**src/rtl/err_stat_pkg.sv**
```systemverilog
package err_stat_pkg;
    localparam int DATA_W   = 32;
    localparam int FLAG_W   = 8;
    localparam int VEC_W    = 8;
    localparam int MASK_POS = 16;

    localparam int ADDR_STATUS = 0;
    localparam int ADDR_ENTRY  = 1;

    // flag positions that the block raises itself
    localparam int FLG_RX_ILLVEC = 6;
    localparam int FLG_ILLREG    = 7;

    // bits that carry a flag; bit 4 is reserved
    localparam logic [FLAG_W-1:0] FLAG_IMPL = 8'hEF;

    typedef struct packed {
        logic             masked;
        logic [VEC_W-1:0] vector;
    } entry_t;

    typedef struct packed {
        logic wr_status;
        logic wr_entry;
        logic rd_status;
        logic rd_entry;
        logic illegal;
    } access_t;

    function automatic logic [DATA_W-1:0] pack_entry(input entry_t e);
        logic [DATA_W-1:0] w;
        w = '0;
        w[VEC_W-1:0] = e.vector;
        w[MASK_POS]  = e.masked;
        return w;
    endfunction

    function automatic logic [DATA_W-1:0] pack_status(input logic [FLAG_W-1:0] f);
        logic [DATA_W-1:0] w;
        w = '0;
        w[FLAG_W-1:0] = f & FLAG_IMPL;
        return w;
    endfunction
endpackage

```
**src/rtl/err_stat_decode.sv**
```systemverilog
module err_stat_decode
    import err_stat_pkg::*;
#(
    parameter int ADDR_W = 2
) (
    input  logic              reg_wr,
    input  logic              reg_rd,
    input  logic [ADDR_W-1:0] reg_addr,
    input  logic [VEC_W-1:0]  wr_vector,
    output access_t           access,
    output logic [FLAG_W-1:0] int_evt
);
    logic hit_status;
    logic hit_entry;

    always_comb begin
        hit_status = (reg_addr == ADDR_W'(ADDR_STATUS));
        hit_entry  = (reg_addr == ADDR_W'(ADDR_ENTRY));

        access.wr_status = reg_wr && hit_status;
        access.wr_entry  = reg_wr && hit_entry;
        access.rd_status = reg_rd && hit_status;
        access.rd_entry  = reg_rd && hit_entry;
        access.illegal   = (reg_wr || reg_rd) && !hit_status && !hit_entry;

        int_evt = '0;
        int_evt[FLG_RX_ILLVEC] = access.wr_entry && (wr_vector == '0);
        int_evt[FLG_ILLREG]    = access.illegal;
    end
endmodule

```
**src/rtl/err_stat_entry.sv**
```systemverilog
module err_stat_entry
    import err_stat_pkg::*;
(
    input  logic             clk,
    input  logic             rst,
    input  logic             wr_en,
    input  logic [VEC_W-1:0] wr_vector,
    input  logic             wr_masked,
    output entry_t           entry
);
    always_ff @(posedge clk) begin
        if (rst) begin
            entry.masked <= 1'b1;
            entry.vector <= '0;
        end else if (wr_en) begin
            entry.masked <= wr_masked;
            entry.vector <= wr_vector;
        end
    end
endmodule

```
**src/rtl/err_stat_accum.sv**
```systemverilog
module err_stat_accum
    import err_stat_pkg::*;
(
    input  logic              clk,
    input  logic              rst,
    input  logic              latch,
    input  logic [FLAG_W-1:0] evt,
    output logic [FLAG_W-1:0] acc_flags,
    output logic [FLAG_W-1:0] vis_flags,
    output logic              first_evt
);
    logic [FLAG_W-1:0] evt_live;

    assign evt_live = evt & FLAG_IMPL;

    for (genvar i = 0; i < FLAG_W; i++) begin : g_flag
        if (FLAG_IMPL[i]) begin : g_impl
            logic acc_q;
            logic vis_q;
            always_ff @(posedge clk) begin
                if (rst) begin
                    acc_q <= 1'b0;
                    vis_q <= 1'b0;
                end else begin
                    if (latch)
                        vis_q <= acc_q;
                    acc_q <= (acc_q && !latch) || evt_live[i];
                end
            end
            assign acc_flags[i] = acc_q;
            assign vis_flags[i] = vis_q;
        end else begin : g_rsvd
            assign acc_flags[i] = 1'b0;
            assign vis_flags[i] = 1'b0;
        end
    end

    // accumulator is empty before this cycle's events when cleared now
    assign first_evt = (latch || (acc_flags == '0)) && (evt_live != '0);
endmodule

```
**src/rtl/err_status_unit.sv**
```systemverilog
module err_status_unit
    import err_stat_pkg::*;
#(
    parameter int ADDR_W = 2
) (
    input  logic              clk,
    input  logic              rst,
    input  logic [7:0]        err_evt,
    input  logic              reg_wr,
    input  logic              reg_rd,
    input  logic [ADDR_W-1:0] reg_addr,
    input  logic [31:0]       reg_wdata,
    output logic [31:0]       reg_rdata,
    output logic              err_irq,
    output logic [7:0]        err_irq_vector
);
    access_t           access;
    logic [FLAG_W-1:0] int_evt;
    logic [FLAG_W-1:0] evt_all;
    logic [FLAG_W-1:0] acc_flags;
    logic [FLAG_W-1:0] vis_flags;
    logic              first_evt;
    entry_t            entry;
    logic              irq_q;
    logic              unused_wdata;

    assign unused_wdata = ^{reg_wdata[DATA_W-1:MASK_POS+1], reg_wdata[MASK_POS-1:VEC_W]};

    err_stat_decode #(.ADDR_W(ADDR_W)) u_decode (
        .reg_wr    (reg_wr),
        .reg_rd    (reg_rd),
        .reg_addr  (reg_addr),
        .wr_vector (reg_wdata[VEC_W-1:0]),
        .access    (access),
        .int_evt   (int_evt)
    );

    err_stat_entry u_entry (
        .clk       (clk),
        .rst       (rst),
        .wr_en     (access.wr_entry),
        .wr_vector (reg_wdata[VEC_W-1:0]),
        .wr_masked (reg_wdata[MASK_POS]),
        .entry     (entry)
    );

    assign evt_all = err_evt | int_evt;

    err_stat_accum u_accum (
        .clk       (clk),
        .rst       (rst),
        .latch     (access.wr_status),
        .evt       (evt_all),
        .acc_flags (acc_flags),
        .vis_flags (vis_flags),
        .first_evt (first_evt)
    );

    always_ff @(posedge clk) begin
        if (rst)
            irq_q <= 1'b0;
        else
            irq_q <= first_evt && !entry.masked;
    end

    always_comb begin
        if (reg_addr == ADDR_W'(ADDR_STATUS))
            reg_rdata = pack_status(vis_flags);
        else if (reg_addr == ADDR_W'(ADDR_ENTRY))
            reg_rdata = pack_entry(entry);
        else
            reg_rdata = '0;
    end

    assign err_irq        = irq_q;
    assign err_irq_vector = entry.vector;
endmodule

```
**config.mk**
```make
export PLATFORM = sky130hd
export DESIGN_NAME = err_status_unit
export DESIGN_NICKNAME = d
export VERILOG_FILES = /design/src/rtl/err_stat_pkg.sv /design/src/rtl/err_stat_decode.sv /design/src/rtl/err_stat_entry.sv /design/src/rtl/err_stat_accum.sv /design/src/rtl/err_status_unit.sv
export SDC_FILE = /design/constraint.sdc
export NUM_CORES = 1
export LEC_CHECK = 0
export BUFFER_PORTS_ARGS = -buffer_cell sky130_fd_sc_hd__buf_2
export CAP_MARGIN = 20
export CORE_UTILIZATION = 44
export CTS_CLUSTER_DIAMETER = 60
export DETAILED_ROUTE_END_ITERATION = 10
export GPL_TIMING_DRIVEN = 0
export PLACE_DENSITY = 0.94
export SLEW_MARGIN = 20
export SYNTH_ARGS = -nofsm -noshare
export SYNTH_HDL_FRONTEND = slang
export SYNTH_SLANG_ARGS = --single-unit
```
**constraint.sdc**
```tcl
create_clock -name clk -period 3.25 [get_ports clk]
set_input_delay 0.65 -clock clk [delete_from_list [all_inputs] [get_ports clk]]
set_output_delay 0.65 -clock clk [all_outputs]
set_load 0.1 [all_outputs]
```
# [Word level (Yosys, flattened, before mapping)]
# Index checks and enable logic that the tools add are counted.
[totals] regBits=24 output_inout_bits=41 word_cells=52
[classes] n_eq_ne=1 mux=2 n_bitwise=1 n_reduce_logical=31
[ops] cell="two-way mux 17 bit" count=2
[ops] cell="logical NOT 8 bit" count=2
[ops] cell="logical AND 1 bit" count=14
[ops] cell="logical OR 1 bit" count=9
[ops] cell="bitwise OR 8 bit" count=1
[ops] cell="nonzero test 8 bit" count=1
[ops] cell="logical NOT 1 bit" count=4
[ops] cell="== test 2 x 1 -> 1 bit (second input constant)" count=1
[ops] cell="logical NOT 2 bit" count=1

# [Logic depth before layout (Yosys ltp)]
[logic_depth] ltp_word=8 ltp_mapped=5 depth_no_buf=3

# [Cells and area by module]
# From an unflattened synthesis, not the netlist that was laid out.
[hier_totals] cells_unflattened=165 hier_area_um2=1447.6
[modules_own_cells] mod="err_stat_accum" instances=1 cells_each=68 area_each_um2=620.6 seq_area_each_um2=280.3
[modules_own_cells] mod="err_status_unit" instances=1 cells_each=52 area_each_um2=386.6 seq_area_each_um2=20.0
[modules_own_cells] mod="err_stat_entry" instances=1 cells_each=29 area_each_um2=324.1 seq_area_each_um2=180.2
[modules_own_cells] mod="err_stat_decode" instances=1 cells_each=16 area_each_um2=116.4 seq_area_each_um2=0.0

# [Least setup slack after synthesis]
# Ideal clock, no wire load.
[synth_path] kind="in2out" startpoint="in reg_addr[0]" endpoint="out reg_rdata[0]" arrival_ns=2.212 path_slack_ns=0.388 cell_stages=3 n_path_buf=1 path_cell_list="buf_2 > mux2i_1 > nor2_1"
[synth_between] elab_chain_cells=3 elab_cells_between_ends=4
[synth_lines] item="from (decl)" line_no="err_status_unit.sv:11" text="input logic [ADDR_W-1:0] reg_addr,"
[synth_lines] item="== test 2 x 1 -> 1 bit" line_no="err_status_unit.sv:69" text="else if (reg_addr == ADDR_W'(ADDR_ENTRY))"
[synth_lines] item="two-way mux 17 bit" line_no="err_status_unit.sv:69"
[synth_lines] item="two-way mux 17 bit (*)" line_no="err_status_unit.sv:67" text="if (reg_addr == ADDR_W'(ADDR_STATUS))"
[synth_lines] item="to (decl)" line_no="err_status_unit.sv:13" text="output logic [31:0] reg_rdata,"
# Every way passes the cells marked *; elsewhere a longest branch is shown, timed or not.

# [Final worst setup path]
[layout_path] startpoint="in reg_addr[0]" endpoint="out reg_rdata[1]"
# Same word-level chain as after synthesis.

==> metrics.md <==
| Metric | Value |
|---|---|
| Status | complete, no violations |
| Synth area leader | dfxtp_1 |
| DIE HEIGHT | 55.1 um |
| Gpl congestion | 0.800 |
| Final WL | 2570 um |
| M2 GR Usage | 31.9% |
| First-pass GRT wire length | approximately 3800 um |
| Largest net degree at the start of global routing | 13 |
| Fin. max-slew vios | 0 |
| Hold_buf cts | 0 |
| Yosys cell types | 20 |
| Area grow syn2layout | 27.2% |
| Num rows | 18 |
| Critical Path RT | 2.60 ns |
| Drt drc | 0 |
| GR Util All Layers | 17.7% |
| Die Width | roughly 55 um |
| Ports | 87 |
| Htree depth | 1 |
| Clk_lat worst skew | 0.31 ns |
| Initial core utilization | 48.3% |
| DR vias | 1165 |
| Diode count | 0 |
| RSZ-0062 raised after global routing | false |
| Delay-heaviest family, CP | buffers and inverters |
| CTS Buf Count | 3 |
| Clock Pin Slew Worst Setup and Hold Paths | 0.12 ns |
| Worst Setup Start Kind | input port |
| Cells after synthesis | 156 |
| Hold path endpoint | u_accum.g_flag[7].g_impl.vis_q |
| Crit-path max FO | 10 |
| Post-synth EDFFs | 0 |
| Min-Delay Startpoint | u_accum.g_flag[7].g_impl.vis_q |
| Hold Path Depth | 2 |
| CTS Root Cell | clkbuf_4 |
| Worst Hold Class | flip-flop to flip-flop |
| First DRT Iteration DRCs | 14 |
| Pwr/cell area | 438 mW/mm^2 |
| WP data arrival | 1.68 ns |
| Max clock buf depth | 2 |
| Setup tns final | 0 ns |
| Clk_skew | 0.000534 ns |
| DP HPWL | between 2000 and 2500 um |
| CTS Sinks | 24 |
| Final hold violation count | 0 |
| Global Route met1 Usage | between 15 and 20% |
| CTS tree | yes |
| Max incr delay on CP | 0.43 ns |
| Minimum clock period | around 2.3 ns |
| Port Buffers | 39 |
| Top_reg_cell synth | dfxtp_1 |
| Buf/Inv on CP | 3 |
| Final #Nets | around 270 |
| Most frequent cells after synthesis | buf_4, nand2_1, dfxtp_1 |
| R2R cell count | 3 |
| Register area share after synthesis | 38.7% |
| Syn_area_per_cell | approximately 7.9 um^2 |
| Max Cap Viol | 0 |
| Worst vdd ir | about 0.00029 V |
| GRT overflow | 0 |
| GR met3 Demand/Resource | 4.37% |
| Leak | 0.814 nW |
| FF-to-FF End | err_irq |
| Post-CTS resize count | 0 |
| Critical path capture point type | output port |
| Setup Buffers After CTS | 0 |
| Vias/cell | roughly 4.7 |
| R2R Setup Slk | around 2.0 ns |
| Critical-path cell list | buf_2 > buf_2 > mux2i_1 > nor2_1 > buf_2 |
| Top Usage Layer GRT | met2 |
| Drt pass-1 iters | 4 |
| Synth area leaders | dfxtp_1, buf_4, nand2_1 |
| Core footprint | 0.00257 mm^2 |
| Worst R2R Start | u_accum.g_flag[6].g_impl.acc_q |
| Period utilisation layout | 71.7% |
| Ys async rst share | 0% |
| Yosys warns | 0 |
| Detail Route Antenna Nets | 0 |
| Endpoints failing setup | 0 |
| Mapped Area | approximately 0.0012 mm^2 |
| Number of global-route vias before repair | 920 |
| Drt wl/cell | 10.3 um |
| Most common cell on crit path | buf_2 |
| Die ar. | 0.00303 mm^2 |
| Initial antenna violation count | 0 |
| Fmax | roughly 430 MHz |
| Post-synth top area share | 38.7% |
| Yosys reg bits | 24 |
| Critical path's slowest cell | buf_2 |
| Hold WS | 0.469 ns |
| Crit Path Category | input port to output port |
| Layout cells sized above 1 | 35.5% |
## flip-flops by register name, summed over array words and instances (netlist names)
| register | flops |
|---|---|
| err_irq | 1 |
| u_entry.entry | 9 |
| u_accum.g_flag.g_impl.vis_q | 7 |
| u_accum.g_flag.g_impl.acc_q | 7 |
## worst register-to-register path: stages, from the launching register on
cell and delay, ns:
dfxtp_1 0.35, nor4_1 0.28, a21oi_1 0.13, a2111oi_1 0.37
## how the worst max path moves through the flow
stage                            from      endpoint  depth (start not counted)
final                     reg_addr[0]  reg_rdata[1]                          5
after global routing      reg_addr[0]  reg_rdata[0]                          5
after CTS                 reg_addr[0]  reg_rdata[0]                          5
after detailed placement  reg_addr[0]  reg_rdata[0]                          5
after global placement    reg_addr[0]  reg_rdata[5]                          5
after floorplan           reg_addr[0]  reg_rdata[0]                          3
## through the flow
| step | setup slack (ns) | cell area [um^2] | utilization [%] | power (W) | instances |
|---|---|---|---|---|---|
| after floorplan | 0.388 | 1320 | - | 0.000538 | 178 |
| final | 0.918 | 1580 | 61.5 | 0.000691 | 250 |
| after global routing | 0.809 | 1580 | 61.5 | 0.000720 | 250 |
| after detailed placement | 0.923 | 1560 | 60.6 | 0.000571 | 247 |
| after CTS | 0.918 | 1580 | 61.5 | 0.000692 | 250 |
| after global placement | 0.931 | 1560 | 60.6 | 0.000568 | 247 |
## power by group
group          internal [W]  switching (W)  leakage [nW]
registers          0.000307     0.00000965         0.197
logic             0.0000526       0.000196         0.603
clock network     0.0000434      0.0000832        0.0138
## cell usage in the layout, fill, tap and decap left out
| master | instances |
|---|---|
| clkbuf_4 | 3 |
| nor2_1 | 13 |
| clkbuf_1 | 3 |
| o21a_1 | 1 |
| a21oi_1 | 23 |
| or3_1 | 2 |
| nand3b_1 | 2 |
| conb_1 | 23 |
| nand2_1 | 32 |
| mux2i_1 | 7 |
| nor3b_2 | 1 |
| buf_2 | 42 |
| a211oi_1 | 1 |
| nor3_1 | 1 |
| buf_4 | 32 |
| or3b_1 | 1 |
| nand3_1 | 1 |
| nor4_1 | 4 |
| dfxtp_1 | 24 |
| a2111oi_1 | 1 |
| and3b_1 | 3 |
## metal layers
layer | up-vias | routed length (um)
li1 | 592 | -
met1 | 521 | 1090
met2 | 50 | 1240
met3 | 2 | 229
met4 | 0 | 8
met5 | - | 0
## cell type report
class / count / area, um^2
sequential: 24 / 480
multi-input combinational: 116 / 576
timing repair buffer: 39 / 195
fill: 250 / 990
tap: 30 / 37.5
clock buffer: 3 / 22.5
buffer: 38 / 267
## cell families (layout without fill, tap and decap cells)
logic type / after synthesis / in the layout / synth area share (%)
buffers and inverters: 38 / 80 / 21.5
other: 1 / 23 / 0.302
multiplexers: 7 / 7 / 5.65
flip-flops: 24 / 24 / 38.7
AO/OA/AOI/OAI: 26 / 26 / 11.3
AND/OR/NAND/NOR: 60 / 60 / 22.5
Note: power is estimated with default switching activity, not from simulation.
